### config.mk
export PLATFORM = sky130hd
export DESIGN_NAME = arc_recovery_seq
export DESIGN_NICKNAME = d
export VERILOG_FILES = /design/src/rtl/arc_seq_pkg.sv /design/src/rtl/arc_smoothstep.sv /design/src/rtl/arc_blend.sv /design/src/rtl/arc_freq_boost.sv /design/src/rtl/arc_recovery_seq.sv
export SDC_FILE = /design/constraint.sdc
export NUM_CORES = 2
export LEC_CHECK = 0
export ABC_AREA = 1
export BUFFER_PORTS_ARGS = -buffer_cell sky130_fd_sc_hd__buf_4
export CORE_ASPECT_RATIO = 1.5
export CORE_MARGIN = 10
export CORE_UTILIZATION = 64
export DETAILED_ROUTE_END_ITERATION = 10
export GPL_TIMING_DRIVEN = 0
export HOLD_SLACK_MARGIN = 0.06
export PLACE_DENSITY = 0.78
export SYNTH_ARGS = -nofsm -noshare
export SYNTH_HDL_FRONTEND = slang
export SYNTH_SLANG_ARGS = --single-unit
### constraint.sdc
create_clock -name clk -period 44 [get_ports clk]
set_clock_uncertainty 0.1 [all_clocks]
set_input_delay 2.2 -clock clk [delete_from_list [all_inputs] [get_ports clk]]
set_output_delay 2.2 -clock clk [all_outputs]
set_load 0.03 [all_outputs]
### src/rtl/arc_seq_pkg.sv
package arc_seq_pkg;
    // Fraction width of the unit interval used by the interpolators (1.0 = 2**FRAC_W)
    localparam int FRAC_W = 16;

    typedef enum logic [1:0] {
        PH_IDLE = 2'd0,
        PH_FOLD = 2'd1,
        PH_HOLD = 2'd2,
        PH_RAMP = 2'd3
    } phase_e;
endpackage

### src/rtl/arc_smoothstep.sv
module arc_smoothstep
    import arc_seq_pkg::*;
#(
    parameter int TICKS = 10000,
    parameter int POS_W = 14
) (
    input  logic [POS_W-1:0]  pos,
    output logic [FRAC_W:0]   shape
);
    // Reciprocal of the ramp length, so that no divider is needed
    localparam logic [63:0]     RECIP = ((64'd1 << (2*FRAC_W)) + 64'(TICKS) - 64'd1) / 64'(TICKS);
    localparam logic [FRAC_W:0] ONE   = {1'b1, {FRAC_W{1'b0}}};

    logic [63:0]          scaled;
    logic [FRAC_W:0]      t_lin;
    logic [2*FRAC_W+1:0]  sq_full;
    logic [FRAC_W:0]      t_sq;
    logic [2*FRAC_W+1:0]  cu_full;
    logic [FRAC_W:0]      t_cu;
    logic [FRAC_W+2:0]    poly;

    always_comb begin
        scaled  = (64'(pos) * RECIP) >> FRAC_W;
        t_lin   = (scaled > 64'(ONE)) ? ONE : (FRAC_W+1)'(scaled);
        sq_full = {{(FRAC_W+1){1'b0}}, t_lin} * {{(FRAC_W+1){1'b0}}, t_lin};
        t_sq    = (FRAC_W+1)'(sq_full >> FRAC_W);
        cu_full = {{(FRAC_W+1){1'b0}}, t_sq} * {{(FRAC_W+1){1'b0}}, t_lin};
        t_cu    = (FRAC_W+1)'(cu_full >> FRAC_W);
        // 3t^2 - 2t^3 = t^2 + 2t^2 - 2t^3
        poly    = {2'b00, t_sq} + {1'b0, t_sq, 1'b0} - {1'b0, t_cu, 1'b0};
        shape   = (poly > {2'b00, ONE}) ? ONE : (FRAC_W+1)'(poly);
    end


    always_comb begin
        shape_unit_chk: assert (shape <= ONE && (pos != '0 || shape == '0))
            else $error("smoothstep out of unit range");
    end
endmodule

### src/rtl/arc_blend.sv
module arc_blend
    import arc_seq_pkg::*;
#(
    parameter int W = 16
) (
    input  logic [W-1:0]    from_v,
    input  logic [W-1:0]    to_v,
    input  logic [FRAC_W:0] weight,
    output logic [W-1:0]    mix
);
    logic             rising;
    logic [W-1:0]     span;
    logic [W+FRAC_W:0] prod;
    logic [W-1:0]     delta;

    always_comb begin
        rising = (to_v >= from_v);
        span   = rising ? (to_v - from_v) : (from_v - to_v);
        prod   = {{(FRAC_W+1){1'b0}}, span} * {{W{1'b0}}, weight};
        delta  = W'(prod >> FRAC_W);
        mix    = rising ? (from_v + delta) : (from_v - delta);
    end


    always_comb begin
        blend_range_chk: assert ((rising && mix >= from_v && mix <= to_v) ||
                                 (!rising && mix <= from_v && mix >= to_v))
            else $error("blend left its endpoints");
    end
endmodule

### src/rtl/arc_freq_boost.sv
module arc_freq_boost #(
    parameter int FQ_W        = 16,
    parameter int BOOST_SHIFT = 6
) (
    input  logic [FQ_W-1:0]        base,
    input  logic [BOOST_SHIFT-1:0] code,
    output logic [FQ_W:0]          boosted
);
    localparam logic [BOOST_SHIFT:0] HALF = (BOOST_SHIFT+1)'(1) << (BOOST_SHIFT-1);

    logic [BOOST_SHIFT:0]        gain;
    logic [FQ_W+BOOST_SHIFT:0]   prod;

    always_comb begin
        gain    = ({1'b0, code} > HALF) ? (HALF + HALF) : (HALF + {1'b0, code});
        prod    = {{(BOOST_SHIFT+1){1'b0}}, base} * {{FQ_W{1'b0}}, gain};
        boosted = {1'b0, base} + (FQ_W+1)'(prod >> BOOST_SHIFT);
    end


    always_comb begin
        boost_band_chk: assert (boosted >= {1'b0, base} + {2'b00, base[FQ_W-1:1]} &&
                                boosted <= {base, 1'b0})
            else $error("boost outside 50..100 percent");
    end
endmodule

### src/rtl/arc_recovery_seq.sv
module arc_recovery_seq
    import arc_seq_pkg::*;
#(
    parameter int SP_W         = 16,
    parameter int FQ_W         = 16,
    parameter int BOOST_SHIFT  = 6,
    parameter int HOLD_W       = 16,
    parameter int FOLD_SHIFT   = 5,
    parameter int FOLD_PCT     = 80,
    parameter int RAMP_TICKS   = 10000,
    parameter int STRIKE_LIMIT = 4
) (
    input  logic                   clk,
    input  logic                   rst_n,
    input  logic                   tick_us,
    input  logic                   arc_hit,
    input  logic [SP_W-1:0]        nom_volt,
    input  logic [FQ_W-1:0]        nom_freq,
    input  logic [BOOST_SHIFT-1:0] boost_code,
    input  logic [HOLD_W-1:0]      hold_len,
    input  logic                   fault_clr,
    output logic [SP_W-1:0]        volt_cmd,
    output logic [FQ_W:0]          freq_cmd,
    output logic [1:0]             phase,
    output logic                   fault
);
    localparam int FOLD_TICKS = 1 << FOLD_SHIFT;
    localparam int RAMP_CW    = $clog2(RAMP_TICKS + 1);
    localparam int CW_A       = (RAMP_CW > HOLD_W) ? RAMP_CW : HOLD_W;
    localparam int CW         = (CW_A > FOLD_SHIFT + 1) ? CW_A : FOLD_SHIFT + 1;
    localparam int STRIKE_W   = $clog2(STRIKE_LIMIT + 1);

    phase_e               st;
    logic [CW-1:0]        cnt;
    logic [SP_W-1:0]      start_v;
    logic [STRIKE_W-1:0]  strikes;

    logic [SP_W+7:0]      tgt_full;
    logic [SP_W-1:0]      fold_tgt;
    logic [FQ_W:0]        freq_hi;
    logic [FRAC_W:0]      fold_w;
    logic [FRAC_W:0]      ramp_w;
    logic [SP_W-1:0]      fold_v;
    logic [SP_W-1:0]      ramp_v;
    logic [FQ_W:0]        ramp_f;
    logic                 restrike;
    logic                 fold_done;
    logic                 hold_done;
    logic                 ramp_done;

    // Fold-back target and boosted frequency
    always_comb begin
        tgt_full = ({8'b0, nom_volt} * (SP_W+8)'(FOLD_PCT)) / (SP_W+8)'(100);
        fold_tgt = SP_W'(tgt_full);
        fold_w   = (FRAC_W+1)'(cnt[FOLD_SHIFT-1:0]) << (FRAC_W - FOLD_SHIFT);
    end

    arc_freq_boost #(.FQ_W(FQ_W), .BOOST_SHIFT(BOOST_SHIFT)) i_boost (
        .base    (nom_freq),
        .code    (boost_code),
        .boosted (freq_hi)
    );

    arc_smoothstep #(.TICKS(RAMP_TICKS), .POS_W(RAMP_CW)) i_shape (
        .pos   (cnt[RAMP_CW-1:0]),
        .shape (ramp_w)
    );

    arc_blend #(.W(SP_W)) i_fold_volt (
        .from_v (start_v),
        .to_v   (fold_tgt),
        .weight (fold_w),
        .mix    (fold_v)
    );

    arc_blend #(.W(SP_W)) i_ramp_volt (
        .from_v (fold_tgt),
        .to_v   (nom_volt),
        .weight (ramp_w),
        .mix    (ramp_v)
    );

    arc_blend #(.W(FQ_W+1)) i_ramp_freq (
        .from_v (freq_hi),
        .to_v   ({1'b0, nom_freq}),
        .weight (ramp_w),
        .mix    (ramp_f)
    );

    // Transition conditions
    always_comb begin
        restrike  = arc_hit && (st == PH_HOLD || st == PH_RAMP);
        fold_done = tick_us && (cnt == CW'(FOLD_TICKS - 1));
        hold_done = tick_us && (({1'b0, cnt} + (CW+1)'(1)) >= (CW+1)'(hold_len));
        ramp_done = tick_us && (cnt == CW'(RAMP_TICKS - 1));
    end

    // State register
    always_ff @(posedge clk) begin
        if (!rst_n) begin
            st      <= PH_IDLE;
            cnt     <= '0;
            start_v <= '0;
            strikes <= '0;
            fault   <= 1'b0;
        end else begin
            if (restrike && strikes >= STRIKE_W'(STRIKE_LIMIT - 1))
                fault <= 1'b1;
            else if (fault_clr)
                fault <= 1'b0;

            unique case (st)
                PH_IDLE: begin
                    if (arc_hit) begin
                        st      <= PH_FOLD;
                        cnt     <= '0;
                        start_v <= volt_cmd;
                        strikes <= '0;
                    end
                end
                PH_FOLD: begin
                    if (fold_done) begin
                        st  <= PH_HOLD;
                        cnt <= '0;
                    end else if (tick_us) begin
                        cnt <= cnt + CW'(1);
                    end
                end
                PH_HOLD, PH_RAMP: begin
                    if (restrike) begin
                        st      <= PH_FOLD;
                        cnt     <= '0;
                        start_v <= volt_cmd;
                        if (strikes != STRIKE_W'(STRIKE_LIMIT))
                            strikes <= strikes + STRIKE_W'(1);
                    end else if (st == PH_HOLD && hold_done) begin
                        st  <= PH_RAMP;
                        cnt <= '0;
                    end else if (st == PH_RAMP && ramp_done) begin
                        st  <= PH_IDLE;
                        cnt <= '0;
                    end else if (tick_us) begin
                        cnt <= cnt + CW'(1);
                    end
                end
                default: st <= PH_IDLE;
            endcase
        end
    end

    // Command outputs
    always_comb begin
        phase = st;
        unique case (st)
            PH_IDLE: begin
                volt_cmd = nom_volt;
                freq_cmd = {1'b0, nom_freq};
            end
            PH_FOLD: begin
                volt_cmd = fold_v;
                freq_cmd = freq_hi;
            end
            PH_HOLD: begin
                volt_cmd = fold_tgt;
                freq_cmd = freq_hi;
            end
            PH_RAMP: begin
                volt_cmd = ramp_v;
                freq_cmd = ramp_f;
            end
            default: begin
                volt_cmd = nom_volt;
                freq_cmd = {1'b0, nom_freq};
            end
        endcase
    end


    arc_start_chk: assert property (@(posedge clk) disable iff (!rst_n)
        (st == PH_IDLE && arc_hit) |=> (phase == PH_FOLD));


    fold_exit_chk: assert property (@(posedge clk) disable iff (!rst_n)
        (st == PH_FOLD && tick_us && cnt == CW'(FOLD_TICKS - 1)) |=> (phase == PH_HOLD));


    hold_level_chk: assert property (@(posedge clk) disable iff (!rst_n)
        (st == PH_HOLD) |-> (volt_cmd == fold_tgt && freq_cmd == freq_hi));


    no_collapse_chk: assert property (@(posedge clk) disable iff (!rst_n)
        (st != PH_IDLE) |-> (volt_cmd >= fold_tgt && (nom_volt == '0 || volt_cmd != '0)));


    restrike_from_current_chk: assert property (@(posedge clk) disable iff (!rst_n)
        restrike |=> (phase == PH_FOLD && volt_cmd == $past(volt_cmd)));


    fold_ignores_arc_chk: assert property (@(posedge clk) disable iff (!rst_n)
        (st == PH_FOLD && arc_hit && !tick_us) |=> (phase == PH_FOLD && $stable(cnt)));


    strike_fault_chk: assert property (@(posedge clk) disable iff (!rst_n)
        (restrike && strikes == STRIKE_W'(STRIKE_LIMIT - 1)) |=> fault);


    fault_sticky_chk: assert property (@(posedge clk) disable iff (!rst_n)
        (fault && !fault_clr) |=> fault);


    tick_gate_chk: assert property (@(posedge clk) disable iff (!rst_n)
        (st != PH_IDLE && !tick_us && !arc_hit) |=> ($stable(cnt) && phase == $past(phase)));
endmodule

==> flow_summary_export.csv <==
group,metric,value,unit
synthesis,synth_ff_type,"dfxtp_1",
cells_and_area,area_growth,4.20,%
critical_path,arrival,39.34,ns
timing,slew_violations,0,
global_route,grt_overflow,0,
synthesis,ys_top_cells_by_area,"fa_1, ha_1, inv_1, nand2_1, nor2_1",
synthesis,yosysWarnings,0,
job,cap_violations,0,
synthesis,ys_seq_area_share,1.31,%
drt,drt_iter0_markers,3434,
hold_path,hp-class,"register to register",
cts,clock-root-buffer,"clkbuf_16",
global_route,globalRouteTotalUtil,33.5,%
placed_design,routabilityCongestion,1.02,
synthesis,ys_ff_latch,38,
timing,period_share,94.6,%
drt,routed_via_density,5.73,
synthesis,netlist_area,0.0580,mm²
floorplanning,initial_core_util,64.3,%
drt,dr.pass1.iters,8,
timing,period_needed,41.64,ns
cells_and_area,nNetsFinal,9704,
floorplanning,die_area,0.103,mm²
timing,final.setup.tns,0,ns
cells_and_area,drive_gt1_share,3.93,%
cts,numCtsBuffers,5,
cts,clock_latency,0.29,ns
cells_and_area,final_common_cell,"inv_1",
critical_path,crit_type,"register to output port",
cts,cts_setup_buffers,0,
cts,post_cts_resize_count,0,
placed_design,io_buffers,94,
global_route,antenna_found_initial,2,
critical_path,cp.required,41.70,ns
global_route,grt_pass1_wl,276000,µm
critical_path,crit_path_end_kind,"output port",
global_route,grt_start_max_net_pins,19,
drt,wl,172000,µm
timing,setup_violations,0,
timing,clock.fmax,24.0,MHz
global_route,grt_pass1_vias,54500,
cts,h-tree-depth,2,
synthesis,synth_edf_count,0,
floorplanning,ios,95,
floorplanning,fp-row-count,135,
synthesis,yosysTopAreaCellShare,36.2,%
critical_path,cpMostUsedCell,"inv_1",
cts,numClockSinks,38,
placed_design,dp_hpwl,148000,µm
cts,cts_buffer_depth,2,
timing,hold_viol,0,
synthesis,synthArstFlopShare,0,%
cts,hold_buffers,0,
critical_path,reg2reg_slack,4.98,ns
synthesis,synth_top_area_cell,"fa_1",
floorplanning,die_w,266,µm
drt,postRouteAntennaNets,0,
outcome,status,"complete, no violations",
critical_path,crit_path_top_delay_cell,"xor2_1",
critical_path,slowest_delay,0.82,ns
critical_path,start_kind,"register",
cts,cts_tree,"built",
drt,via_count,51100,
timing,max_slew.worst_pin.slew,1.46,ns
cts,cts.clk_slew.worst_paths,0.06,ns
cells_and_area,final_cell_mix,"inv_1, nand2_1, fa_1, ha_1, nor2_1",
floorplanning,die_h,389,µm
synthesis,netlist_instances,7633,
critical_path,worst-path-max-fanout,12,
drt,route.detailed.drc,0,
drt,routedWlPerCell,19.2,µm
floorplanning,core_area,0.0902,mm²
synthesis,synth_cell_types,71,
timing,rsz0062_at_grt,"false",
timing,timing.hold.ws,0.425,ns
timing,slew_headroom,2.45,%
synthesis,syn_area_per_cell,7.60,µm²
final timing paths:
kind                                endpoint  depth (start not counted)        from
worst min-delay path              strikes[2]                          2  strikes[2]
worst max-delay path            freq_cmd[16]                        165      cnt[1]
worst max register to register   start_v[15]                        162      cnt[1]
worst min register to register    strikes[2]                          2  strikes[2]
critical path: cells and delay by family (launching register included):
kind | cells | cell delay (ns)
adders and majority gates | 31 | 13.98
AOI/OAI and AO/OA | 45 | 8.88
buffers and inverters | 37 | 6.53
and+or+nand+nor | 44 | 5.95
xor gates and xnor gates | 8 | 2.97
DFF | 1 | 0.66
synthesized netlist by cell type (18+ instances only):
| cell | n |
|---|---|
| o21bai_1 | 31 |
| dfxtp_1 | 38 |
| ha_1 | 837 |
| inv_1 | 1793 |
| nand3_1 | 163 |
| xor2_1 | 194 |
| inv_2 | 28 |
| o31ai_1 | 24 |
| nand2_4 | 27 |
| nor2_1 | 713 |
| fa_1 | 1050 |
| a21oi_1 | 353 |
| a21o_1 | 27 |
| or2_2 | 19 |
| a211oi_1 | 18 |
| a31oi_1 | 29 |
| nand2_1 | 1381 |
| xnor2_1 | 83 |
| o21a_1 | 18 |
| o211ai_1 | 24 |
| nand4_1 | 42 |
| clkinv_1 | 33 |
| o21ai_0 | 232 |
| nor3_1 | 52 |
| clkbuf_1 | 178 |
| nand2_2 | 73 |
cell families (layout without fill, tap and decap cells):
family                   Yosys count  in the layout  synth area share, %
AND/OR/NAND/NOR                 2545           2545                 18.6
flip-flops                        38             38                 1.31
multiplexers                       5              5               0.0863
XOR/XNOR                         277            277                 4.18
adder cells (fa/ha/maj)         1887           1887                 54.3
other                              2             26               0.0129
buffers and inverters           2047           2150                 13.3
AO/OA/AOI/OAI                    832            832                 8.27
sequential cells by signal, indices dropped and copies added, names as in the netlist:
| name | cells |
|---|---|
| cnt | 16 |
| fault | 1 |
| start_v | 16 |
| strikes | 3 |
| phase | 2 |
stage by stage:
stage / setup slack, ns / cells / util [%] / cell area, µm²
6_report: 2.36 / 8924 / 67.0 / 60500
5_1_grt: 0.140 / 8923 / 67.0 / 60500
4_1_cts: 2.35 / 8922 / 67.0 / 60400
3_5_place_dp: 2.74 / 8914 / 66.8 / 60300
3_3_place_gp: 3.42 / 8914 / 66.8 / 60300
2_1_floorplan: 11.35 / 7656 / - / 58100
layer usage:
metal  track usage, %  part of all wire (%)  vias to the layer above
met5                0                0.0076                        -
met4             23.8                   8.7                        2
met3             4.28                   5.9                      753
met2             61.5                    51                     2099
met1             34.8                    34                    24900
li1                 -                     -                    23400
area by class of cell:
class | instances | area [µm²]
Tap cell | 1164 | 1460
Sequential cell | 38 | 761
Inverter | 1855 | 6970
Antenna cell | 1 | 2.50
Buffer | 192 | 748
Fill cell | 8063 | 29700
Multi-Input combinational cell | 5571 | 49600
Clock inverter | 1 | 30.0
Clock buffer | 7 | 133
Timing Repair Buffer | 95 | 713
Power is left out: the tool's default activity adds up to more than one toggle a clock period on the data nets, which glitch-free logic cannot reach.
